`src/rtl/link_pkg.sv`:
```
package link_pkg;
   localparam int unsigned LINK_WORD_MAX = 32;

   typedef enum logic [1:0] {
      WLEN_8   = 2'b00,
      WLEN_16  = 2'b01,
      WLEN_32  = 2'b10,
      WLEN_32B = 2'b11
   } wlen_e;

   function automatic logic [5:0] wlen_bits(input logic [1:0] code);
      case (wlen_e'(code))
         WLEN_8:  return 6'd8;
         WLEN_16: return 6'd16;
         default: return 6'd32;
      endcase
   endfunction
endpackage

```
`src/rtl/link_clkgen.sv`:
```
module link_clkgen #(
   parameter bit EXT_TICK_EN = 1'b1
) (
   input  logic clk,
   input  logic rst_n,
   input  logic run,
   input  logic use_ext,
   input  logic ext_tick,
   output logic sclk,
   output logic rise_ev,
   output logic fall_ev
);
   logic tick;

   generate
      if (EXT_TICK_EN) begin : g_ext
         assign tick = use_ext ? ext_tick : 1'b1;
      end else begin : g_half
         logic unused_ext;
         assign unused_ext = use_ext ^ ext_tick;
         assign tick       = 1'b1;
      end
   endgenerate

   assign rise_ev = run & tick & ~sclk;
   assign fall_ev = run & tick &  sclk;

   always_ff @(posedge clk or negedge rst_n) begin
      if (!rst_n)      sclk <= 1'b0;
      else if (!run)   sclk <= 1'b0;
      else if (tick)   sclk <= ~sclk;
   end
endmodule

```
`src/rtl/link_edge_sync.sv`:
```
module link_edge_sync #(
   parameter int unsigned STAGES = 2
) (
   input  logic clk,
   input  logic rst_n,
   input  logic sclk_in,
   input  logic data_in,
   output logic rise,
   output logic fall,
   output logic data_s
);
   logic [STAGES-1:0] c_q, c_d, d_q, d_d;
   logic              c_prev;

   generate
      for (genvar g = 0; g < STAGES; g++) begin : g_stage
         if (g == 0) begin : g_first
            assign c_d[g] = sclk_in;
            assign d_d[g] = data_in;
         end else begin : g_next
            assign c_d[g] = c_q[g-1];
            assign d_d[g] = d_q[g-1];
         end
      end
   endgenerate

   always_ff @(posedge clk or negedge rst_n) begin
      if (!rst_n) begin
         c_q    <= '0;
         d_q    <= '0;
         c_prev <= 1'b0;
      end else begin
         c_q    <= c_d;
         d_q    <= d_d;
         c_prev <= c_q[STAGES-1];
      end
   end

   assign rise   =  c_q[STAGES-1] & ~c_prev;
   assign fall   = ~c_q[STAGES-1] &  c_prev;
   assign data_s =  d_q[STAGES-1];
endmodule

```
`src/rtl/link_shifter.sv`:
```
module link_shifter #(
   parameter int unsigned MAXW = 32,
   localparam int unsigned LW  = $clog2(MAXW + 1)
) (
   input  logic            clk,
   input  logic            rst_n,
   input  logic            master,
   input  logic            load,
   input  logic [MAXW-1:0] load_data,
   input  logic [LW-1:0]   len_live,
   input  logic            cap_ev,
   input  logic            shift_ev,
   input  logic            sdi_bit,
   output logic            sdo,
   output logic [MAXW-1:0] rd_data,
   output logic            done,
   output logic            busy
);
   logic [MAXW-1:0] shreg, mask;
   logic [LW-1:0]   cnt, len_q;
   logic            rx_bit;

   always_ff @(posedge clk or negedge rst_n) begin
      if (!rst_n) begin
         shreg  <= '0;
         cnt    <= '0;
         len_q  <= LW'(MAXW);
         rx_bit <= 1'b0;
         busy   <= 1'b0;
         done   <= 1'b0;
      end else begin
         done <= 1'b0;
         if (!busy) len_q <= len_live;
         if (load && !busy) begin
            shreg <= load_data << (LW'(MAXW) - len_live);
            cnt   <= '0;
            if (master) busy <= 1'b1;
         end
         if (cap_ev && (busy || !master)) begin
            rx_bit <= sdi_bit;
            if (!master) busy <= 1'b1;
         end
         if (shift_ev && busy) begin
            shreg <= {shreg[MAXW-2:0], rx_bit};
            if (cnt == len_q - 1'b1) begin
               cnt  <= '0;
               busy <= 1'b0;
               done <= 1'b1;
            end else begin
               cnt <= cnt + 1'b1;
            end
         end
      end
   end

   always_comb begin
      for (int i = 0; i < int'(MAXW); i++) mask[i] = (i < int'(len_q));
   end

   assign rd_data = shreg & mask;
   assign sdo     = shreg[MAXW-1];
endmodule

```
`src/rtl/sync_link_xcvr.sv`:
```
module sync_link_xcvr
   import link_pkg::*;
#(
   parameter int unsigned MAXW        = LINK_WORD_MAX,
   parameter int unsigned SYNC_STAGES = 2,
   parameter bit          EXT_TICK_EN = 1'b1
) (
   input  logic            clk,
   input  logic            rst_n,
   input  logic            mode_master,
   input  logic            clk_src_ext,
   input  logic            ext_tick,
   input  logic [1:0]      len_sel,
   input  logic            wr_en,
   input  logic [MAXW-1:0] wr_data,
   output logic [MAXW-1:0] rd_data,
   output logic            done,
   output logic            busy,
   output logic            sclk_o,
   input  logic            sclk_i,
   output logic            sdo,
   input  logic            sdi
);
   localparam int unsigned LW = $clog2(MAXW + 1);

   generate
      if (MAXW != 32) begin : g_bad_width
         $error("sync_link_xcvr: MAXW must be 32 to hold the longest word");
      end
      if (SYNC_STAGES < 2) begin : g_bad_sync
         $error("sync_link_xcvr: SYNC_STAGES must be at least 2");
      end
   endgenerate

   logic          gen_sclk, gen_rise, gen_fall;
   logic          syn_rise, syn_fall, syn_data;
   logic          cap_ev, shift_ev, sample_bit;
   logic [LW-1:0] len_live;

   assign len_live = LW'(wlen_bits(len_sel));

   link_clkgen #(.EXT_TICK_EN(EXT_TICK_EN)) u_clkgen (
      .clk      (clk),
      .rst_n    (rst_n),
      .run      (busy & mode_master),
      .use_ext  (clk_src_ext),
      .ext_tick (ext_tick),
      .sclk     (gen_sclk),
      .rise_ev  (gen_rise),
      .fall_ev  (gen_fall)
   );

   link_edge_sync #(.STAGES(SYNC_STAGES)) u_sync (
      .clk     (clk),
      .rst_n   (rst_n),
      .sclk_in (sclk_i),
      .data_in (sdi),
      .rise    (syn_rise),
      .fall    (syn_fall),
      .data_s  (syn_data)
   );

   assign cap_ev     = mode_master ? gen_rise : syn_rise;
   assign shift_ev   = mode_master ? gen_fall : syn_fall;
   assign sample_bit = mode_master ? sdi      : syn_data;

   link_shifter #(.MAXW(MAXW)) u_shift (
      .clk       (clk),
      .rst_n     (rst_n),
      .master    (mode_master),
      .load      (wr_en),
      .load_data (wr_data),
      .len_live  (len_live),
      .cap_ev    (cap_ev),
      .shift_ev  (shift_ev),
      .sdi_bit   (sample_bit),
      .sdo       (sdo),
      .rd_data   (rd_data),
      .done      (done),
      .busy      (busy)
   );

   assign sclk_o = mode_master & gen_sclk;
endmodule

```
`config.mk`:
```
export PLATFORM = sky130hd
export DESIGN_NAME = sync_link_xcvr
export DESIGN_NICKNAME = d
export VERILOG_FILES = /design/src/rtl/link_pkg.sv /design/src/rtl/link_clkgen.sv /design/src/rtl/link_edge_sync.sv /design/src/rtl/link_shifter.sv /design/src/rtl/sync_link_xcvr.sv
export SDC_FILE = /design/constraint.sdc
export NUM_CORES = 1
export LEC_CHECK = 0
export BUFFER_PORTS_ARGS = -buffer_cell sky130_fd_sc_hd__buf_4
export CAP_MARGIN = 20
export CORE_MARGIN = 2
export CORE_UTILIZATION = 45
export CTS_BUF_LIST = sky130_fd_sc_hd__clkbuf_4 sky130_fd_sc_hd__clkbuf_8
export DETAILED_ROUTE_END_ITERATION = 16
export PLACE_DENSITY = 0.77
export SLEW_MARGIN = 20
export SYNTH_ARGS = -nofsm -noshare
export SYNTH_HDL_FRONTEND = slang
export SYNTH_HIERARCHICAL = 1
export SYNTH_SLANG_ARGS = --single-unit
```
`constraint.sdc`:
```
create_clock -name clk -period 2.1 [get_ports clk]
set_input_delay 0.21 -clock clk [delete_from_list [all_inputs] [get_ports clk]]
set_output_delay 0.21 -clock clk [all_outputs]
set_load 0.03 [all_outputs]
```
== After elaboration in Yosys (flattened, before gate mapping) ==
Index checks and enable logic that the tools add are counted.
Widths: inputs -> output; s select.
Word-level totals
  register bits: 53
  logic and storage cells: 88
  input port bits: 42
  output and inout port bits: 36
Cells by class
  muxes and demuxes: 20
  shift-type cells: 1
  bitwise operators: 11
  add/sub/neg operators: 3
  reductions and logical operators: 8
  equal/unequal tests: 3
  magnitude comparators: 32
Operators with widths (count)
  $lt 5x6->1 const A: 16
  $mux 32: 2
  $lt 4x6->1 const A: 8
  $and 32x32->32: 1
  $shl 32x6->32: 1
  $lt 3x6->1 const A: 4
  $mux 6: 3
  $mux 1: 14
  $lt 1x6->1 const A: 2
  $lt 2x6->1 const A: 2
  $pmux 6 s2: 1
  $and 1x1->1: 7
  $add 6x1->6 const B: 1
  $eq 6x6->1: 1
  $sub 6x1->6 const B: 1
  $sub 6x6->6 const A: 1
  $logic_and 1x1->1: 3
  $not 1->1: 3
  $eq 2x1->1 const B: 1
  $logic_not 1->1: 2
  $logic_not 2->1: 1
  $ne 2x2->1 const B: 1
  $reduce_bool 2->1: 1
  $logic_or 1x1->1: 1

== Depth between registers and ports, before layout ==
Gate-level depths: netlist (run 1).
  word-level depth: 8
  gate-level depth with buffers: 12
  depth with buffers taken out: 8

== Cells and area by module ==
Netlist (run 1), hierarchy kept.
By module, submodules not included
  link_shifter: area an instance 4494.3 um2, cells an instance 500, times used 1, seq. area each 1177.4 um2
  link_edge_sync: area an instance 140.1 um2, cells an instance 7, times used 1, seq. area each 125.1 um2
  link_clkgen: area an instance 71.3 um2, cells an instance 7, times used 1, seq. area each 25.0 um2
  sync_link_xcvr: area an instance 66.3 um2, cells an instance 9, times used 1, seq. area each 0.0 um2

== Worst setup path after synthesis (run 1) ==
OpenSTA, ideal clock, no wires.
  path type: reg2reg
  start point: register u_shift.busy
  end point: register u_shift.shreg[24]
  cell stages (with the launch flop): 9
  setup time: 82 ps
  buffers on the path: 1
  arrival: 2216 ps
  path slack: -198 ps
  data required time: 2018 ps
  period minus slack after synthesis: 2298 ps
  cell sequence: dfrtp_1 -> and2_2 -> and3b_1 -> mux2_2 -> and2_1 -> clkbuf_1 -> nor4_4 -> nand3_1 -> a31oi_1
On the way
  longest elaborated chain between the ends: 6
  elaborated cells on any way between the ends: 9
  classes of those cells: mux: 2; bitwise: 3; reduce/logical: 4
Ends and longest elaborated chain
  start: declaration: line link_shifter.sv:17  | output logic busy
  start signal: assignment: line link_shifter.sv:29  | busy <= 1'b0;
  start signal: assignment: line link_shifter.sv:37  | if (master) busy <= 1'b1;
  start signal: assignment: line link_shifter.sv:41  | if (!master) busy <= 1'b1;
  $and 1x1->1 *: line sync_link_xcvr.sv:45  | .run (busy & mode_master),
  $and 1x1->1 * (2 in series): line link_clkgen.sv:26  | assign fall_ev = run & tick & sclk;
  net gen_fall: line sync_link_xcvr.sv:35  | logic gen_sclk, gen_rise, gen_fall;
  $mux 1 *: line sync_link_xcvr.sv:64  | assign shift_ev = mode_master ? gen_fall : syn_fall;
  net shift_ev: line sync_link_xcvr.sv:37  | logic cap_ev, shift_ev, sample_bit;
  $logic_and 1x1->1 *: line link_shifter.sv:43  | if (shift_ev && busy) begin
  $mux 32 or $reduce_bool 2->1 (tied branches)
  end signal: assignment: line link_shifter.sv:35  | shreg <= load_data << (LW'(MAXW) - len_live);
  end signal: assignment: line link_shifter.sv:44  | shreg <= {shreg[MAXW-2:0], rx_bit};
  end: declaration: line link_shifter.sv:19  | logic [MAXW-1:0] shreg, mask;
Mark *: on every way through the listed nets, which the timed path passes. The rest lies on a longest branch.
A chain may end at the register's enable or synchronous reset.

== Final worst setup path (run 1) ==
  start point: register u_shift.len_q[1]
  end point: output port rd_data[22]
On the way
  longest elaborated chain between the ends: 2
Ends and longest elaborated chain
  start: declaration: line link_shifter.sv:20  | logic [LW-1:0] cnt, len_q;
  start signal: assignment: line link_shifter.sv:27  | len_q <= LW'(MAXW);
  start signal: assignment: line link_shifter.sv:33  | if (!busy) len_q <= len_live;
  $lt 5x6->1: line link_shifter.sv:57  | for (int i = 0; i < int'(MAXW); i++) mask[i] = (i < int'(len_q));
  $and 32x32->32: line link_shifter.sv:60  | assign rd_data = shreg & mask;
  end: declaration: line sync_link_xcvr.sv:16  | output logic [MAXW-1:0] rd_data,
Every way passes these cells.

==> results of run 1 <==
[logic make-up (layout without fill, tap and decap cells)]
kind of cell,count (synthesis),count (layout),synth area share
AO/OA/AOI/OAI,135,135,0.184
XOR/XNOR,14,14,0.0257
adder cells (fa/ha/maj),5,5,0.0131
buffers and inverters,49,127,0.0477
flip-flops,53,53,0.278
multiplexers,80,80,0.253
other,1,10,0.000786
AND/OR/NAND/NOR,186,186,0.198
[power breakdown]
| group | leakage [nW] | internal [mW] | total, mW | switching, mW |
|---|---|---|---|---|
| Combinational | 1.71 | 1.66 | 3.91 | 2.25 |
| Sequential | 0.635 | 1.41 | 1.84 | 0.431 |
| Clock | 0.0540 | 0.347 | 0.675 | 0.328 |
| Total | 2.40 | 3.42 | 6.43 | 3.01 |
[flip-flops by register name (all words and copies together), names as in the netlist]
name            cells
u_sync/d_q          2
u_shift/len_q       6
u_shift/done        1
u_shift/cnt         6
u_clkgen/sclk       1
u_sync/c_q          2
u_sync/c_prev       1
u_shift/shreg      32
u_shift/rx_bit      1
u_shift/busy        1
[routing by layer]
metal  GRT usage  wire length [um]  part of all wire  vias to the layer above
met5           0                 0                 0                        -
met4      0.0705               346             0.026                        0
met3      0.0219               891             0.066                       32
met2       0.372              6310              0.47                      219
met1       0.334              5910              0.44                     2196
li1            -                 -                 -                     2098
[layout by cell type (no fill, tap or decap), types with 6 or more instances in the layout]
| cell type | Yosys | layout |
|---|---|---|
| and2_1 | 9 | 8 |
| xnor2_1 | 8 | 8 |
| dfrtp_1 | 52 | 50 |
| inv_1 | 6 | 6 |
| mux2i_1 | 24 | 24 |
| o21ai_0 | 33 | 32 |
| o21a_1 | 14 | 14 |
| conb_1 | 1 | 10 |
| a21boi_0 | 9 | 7 |
| nand3_1 | 21 | 20 |
| o21ai_1 | 7 | 7 |
| a22oi_1 | 16 | 16 |
| nand2_1 | 57 | 57 |
| mux2_2 | 26 | 25 |
| buf_4 | 5 | 105 |
| o211ai_1 | 11 | 11 |
| a31oi_1 | 9 | 9 |
| nor2b_1 | 10 | 9 |
| nor2_1 | 43 | 42 |
| a21oi_1 | 19 | 19 |
| mux4_2 | 30 | 30 |
| nor3_1 | 12 | 12 |
| nand2b_1 | 7 | 7 |
[stage by stage]
step                worst slack, ps  utilization
finish                         41.7        0.562
global route                  -65.7        0.562
CTS                           0.497        0.554
detailed placement             21.3        0.543
global placement               71.9        0.543
floorplan                      3.44            -
[path summary, 6_finish.rpt]
path                                  start                 to  slack (ps)  depth (start not counted)
max                        u_shift/len_q[1]        rd_data[22]          40                          6
min                                  sclk_i      u_sync/c_q[0]          20                          1
max reg2reg                    u_shift/busy  u_shift/shreg[26]          60                          9
min reg2reg                   u_sync/c_q[0]      u_sync/c_q[1]         370                          0
max in group asynchronous             rst_n   u_shift/len_q[2]        1160                          2
min in group asynchronous             rst_n      u_sync/d_q[0]         480                          2
[final cells by class]
| class | count | area, um^2 | area share |
|---|---|---|---|
| Clock buffer | 5 | 68.8 | 0.0119 |
| Clock inverter | 2 | 35.0 | 0.00604 |
| Inverter | 8 | 33.8 | 0.00582 |
| Multi-Input combinational cell | 430 | 3290 | 0.567 |
| Sequential cell | 53 | 1330 | 0.229 |
| Tap cell | 136 | 170 | 0.0293 |
| Timing Repair Buffer | 112 | 877 | 0.151 |
[repair_timing]
item                                    in CTS  in global routing
buffers inserted                             0                  4
hold buffers                                 1                  0
hold endpoints to repair                    52                  0
gates resized for setup                      0                 13
endpoints found under the setup margin       0                 23
==> results.json, run 1 <==
{
  "crit_family": "flip-flops",
  "clkSlewWorstSetupHoldPaths_ps": 100,
  "nNetsFinal": 657,
  "synth_common_cells": "nand2_1, dfrtp_1, nor2_1",
  "hpwl_um": 10400,
  "cts_sinks": 53,
  "post-synth-top-count-cell": "nand2_1",
  "synthFlopType": "dfrtp_1",
  "gp_congestion": 0.998,
  "grt_overflow": 0,
  "max_freq_ghz": 0.486,
  "cts_buffer_depth": 2,
  "cp_slowest_stage_delay_ps": 370,
  "synth_edf_count": 0,
  "first_iter_violations": 410,
  "maxSlewViolCount": 0,
  "netlist_instances": 523,
  "critPathSlowestCell": "dfrtp_1",
  "status": "finished, final reports clean",
  "final_layout_size_suffix_gt1_frac": 0.326,
  "fin_crit_sh": 0.980,
  "p_total_mw": 6.43,
  "post-route-min-period_ps": 2060,
  "critPathLaunchType": "flip-flop",
  "critPathArrivalTime_ps": 1850,
  "yosysSeqAreaShare": 0.278,
  "synthArstFlopShare": 1.00,
  "cp_common_cell": "buf_4",
  "antenna_found_initial": 0,
  "dr.pass1.iters": 6,
  "stdcell_area_um2": 5800,
  "worst-path-buf-inv": 2,
  "die_w_um": 107,
  "ys_ff_latch": 53,
  "cap_violations": 0,
  "grt_use_total": 0.232,
  "synth_top_area_share": 0.273,
  "antennaDiodeCount": 0,
  "holdWs_ps": 18.8,
  "start_util": 0.462,
  "fin_skew_ps": 8.63,
  "cellPowerDensity_nw_per_um2": 1110,
  "synth.cell_area_um2": 4770,
  "hold_path_class": "in -> reg",
  "via_per_inst": 6.09,
  "htree_levels": 2,
  "timing.slew.headroom": 0.561,
  "required_ps": 1890,
  "critPathKind": "reg -> out",
  "grt_pass1_wl_um": 21300,
  "ios": 78,
  "routed_wl_um": 13500,
  "fp.coreArea_um2": 10300,
  "synth_area_leaders": "dfrtp_1, mux4_2, mux2_2",
  "die_h_um": 107,
  "grt_max_degree": 54,
  "hold_viol_final": 0,
  "ant_nets": 0,
  "crit_chain": "buf_4, ha_1, nand2_1, a21oi_1, o21a_1, buf_4",
  "crit_fanout": 9,
  "fillers": 912,
  "cts_buffers": 5,
  "placed_cell_area_um2": 5610,
  "area_growth_pct": 21.6,
  "yosysTopAreaCell": "dfrtp_1",
  "drc_errors": 0,
  "portBuffers": 77,
  "wl_per_cell_um": 18.0,
  "yosysUniqueCellTypes": 59,
  "grt_pass1_vias": 4173,
  "syn_avg_cell_area_um2": 9.12,
  "setup_viol": 0,
  "power.leakage_nw": 2.40,
  "root_buffer": "clkbuf_8",
  "final_cells": 746,
  "worstMarginPinSlew_ps": 658,
  "ir_worst_vdd_uv": 736,
  "die-area_um2": 11400,
  "tritoncts": "done",
  "worstSetupEndpointType": "output port",
  "finalSetupTns_ps": 0,
  "clock_latency_ps": 300,
  "dp.cells": 733,
  "num_rows": 37,
  "vias": 4545,
  "ys_warn_count": 6
}
No activity file was read; power rests on OpenSTA's default activity.
==> inputs of run 2 (changes only) <==
==> constraint.sdc (replaced) <==
create_clock -name clk -period 2.1 [get_ports clk]
set_input_delay 0.42 -clock clk [delete_from_list [all_inputs] [get_ports clk]]
set_output_delay 0.42 -clock clk [all_outputs]
set_load 0.03 [all_outputs]
==> results.json, run 2 (same netlist as run 1, synthesis figures left out) <==
{
  "drc_errors": 0,
  "r2r_cells": 9,
  "routed_wl_um": 13400,
  "cap_violations": 0,
  "regMostFlops": "u_shift/shreg",
  "antenna_found_initial": 0,
  "crit_chain": "buf_4, ha_4, nor3_1, nor2_1, o21a_1, buf_4",
  "first_iter_violations": 426,
  "timing.slew.headroom": 0.567,
  "clkSlewWorstSetupHoldPaths_ps": 90,
  "num_rows": 37,
  "grt_use_total": 0.240,
  "gp_congestion": 0.950,
  "setup_viol": 0,
  "cp_slowest_stage_delay_ps": 400,
  "area_growth_pct": 23.0,
  "rrSetupSlack_ps": 140,
  "dr.pass1.iters": 5,
  "fin_crit_sh": 0.961,
  "mostFrequentLayoutCell": "buf_4",
  "grt_overflow": 0,
  "hpwl_um": 10500,
  "critPathKind": "reg -> out",
  "crit_family": "flip-flops",
  "nNetsFinal": 663,
  "status": "finished, final reports clean",
  "fin_skew_ps": 6.14,
  "portBuffers": 77,
  "final_layout_size_suffix_gt1_frac": 0.347,
  "clock_latency_ps": 300,
  "final_cell_mix": "buf_4, nand2_1, dfrtp_1, nor2_1, o21ai_0",
  "ios": 78,
  "antennaDiodeCount": 0,
  "critPathArrivalTime_ps": 1600,
  "fillers": 925,
  "die-area_um2": 11400,
  "max_freq_ghz": 0.495,
  "cp_common_cell": "buf_4",
  "dp.cells": 741,
  "critPathSlowestCell": "dfrtp_1",
  "post-route-min-period_ps": 2020,
  "grt_max_degree": 54,
  "tritoncts": "done",
  "fp.coreArea_um2": 10300,
  "start_util": 0.462,
  "top_regs": "u_shift/shreg (32), u_shift/cnt (6), u_shift/len_q (6)",
  "cts_buffers": 5,
  "cellPowerDensity_nw_per_um2": 1090,
  "die_w_um": 107,
  "worst-path-buf-inv": 2,
  "power.leakage_nw": 2.42,
  "grt_setup_unrepaired": "yes",
  "vias": 4561,
  "grt_pass1_wl_um": 22000,
  "worstMarginPinSlew_ps": 649,
  "rr_startpoint": "u_shift/busy",
  "hold_viol_final": 0,
  "finalSetupTns_ps": 0,
  "hold_path_class": "in -> async",
  "cts_buffer_depth": 2,
  "reg2reg_to": "u_shift/shreg[27]",
  "grt_pass1_vias": 4223,
  "worstSetupEndpointType": "output port",
  "die_h_um": 107,
  "maxSlewViolCount": 0,
  "final_cells": 753,
  "crit_fanout": 9,
  "ir_worst_vdd_uv": 753,
  "cts_sinks": 53,
  "root_buffer": "clkbuf_8",
  "via_per_inst": 6.06,
  "p_total_mw": 6.43,
  "critPathLaunchType": "flip-flop",
  "htree_levels": 2,
  "wl_per_cell_um": 17.8,
  "required_ps": 1680,
  "largest_register_ffs": 32,
  "ant_nets": 0
}
[run 2: cell types whose count changed in the layout (fill, tap and decap cells not counted), sizes merged]
cell	previous run	this run
buf	111	118
bufinv	1	0
clkbuf	5	6
clkinvlp	1	2
dlygate4sd3	1	0
[run 2: worst max path at each step]
stage | slack [ps] | end | from | cells past startpoint
2_1_floorplan | -0.8 | rd_data[4] | u_shift/len_q[1] | 6
3_5_place_dp | -210 | u_shift/shreg[21] | ext_tick | 9
5_1_grt | -20 | rd_data[30] | u_shift/len_q[2] | 6
4_1_cts | -9 | rd_data[29] | u_shift/len_q[2] | 6
3_3_place_gp | -140 | u_shift/shreg[11] | len_sel[1] | 10
6_report | 80 | rd_data[18] | u_shift/len_q[1] | 6
[run 2: final cells by class]
| type | instances | area (um^2) | share of cell area |
|---|---|---|---|
| multi-input cells | 430 | 3330 | 0.567 |
| flip-flops and latches | 53 | 1330 | 0.227 |
| repair buffers | 118 | 918 | 0.156 |
| well taps | 136 | 170 | 0.0290 |
| clock buffers | 6 | 76.3 | 0.0130 |
| inverters | 8 | 30.0 | 0.00512 |
| clock inverters | 2 | 15.0 | 0.00256 |
[run 2: timing repair]
action,4_1_cts,5_1_grt
pin swaps,1,1
endpoints found under the setup margin,15,39
setup buffers,2,2
hold buffers,0,0
resized for setup,7,15
[run 2: routing by layer]
metal	vias up	GRT usage	share of wire
li1	2108	-	-
met1	2231	0.345	0.45
met2	190	0.387	0.47
met3	32	0.0243	0.058
met4	0	0.0677	0.022
met5	-	0	0
[run 2: per-stage QoR]
| stage | worst slack [ps] | util | hold slack [ps] | instance area, um^2 |
|---|---|---|---|---|
| 6_report | 81.5 | 0.569 | 121 | 5870 |
| 5_1_grt | -21.6 | 0.569 | 179 | 5870 |
| 4_1_cts | -8.66 | 0.562 | 164 | 5800 |
| 3_5_place_dp | -209 | 0.548 | 349 | 5660 |
| 3_3_place_gp | -139 | 0.548 | 335 | 5660 |
| 2_1_floorplan | -0.824 | - | 124 | 4810 |
[run 2: where the power goes]
part / internal, mW / switching (mW)
Sequential: 1.42 / 0.459
Combinational: 1.72 / 2.25
Clock: 0.248 / 0.331
Total: 3.38 / 3.04
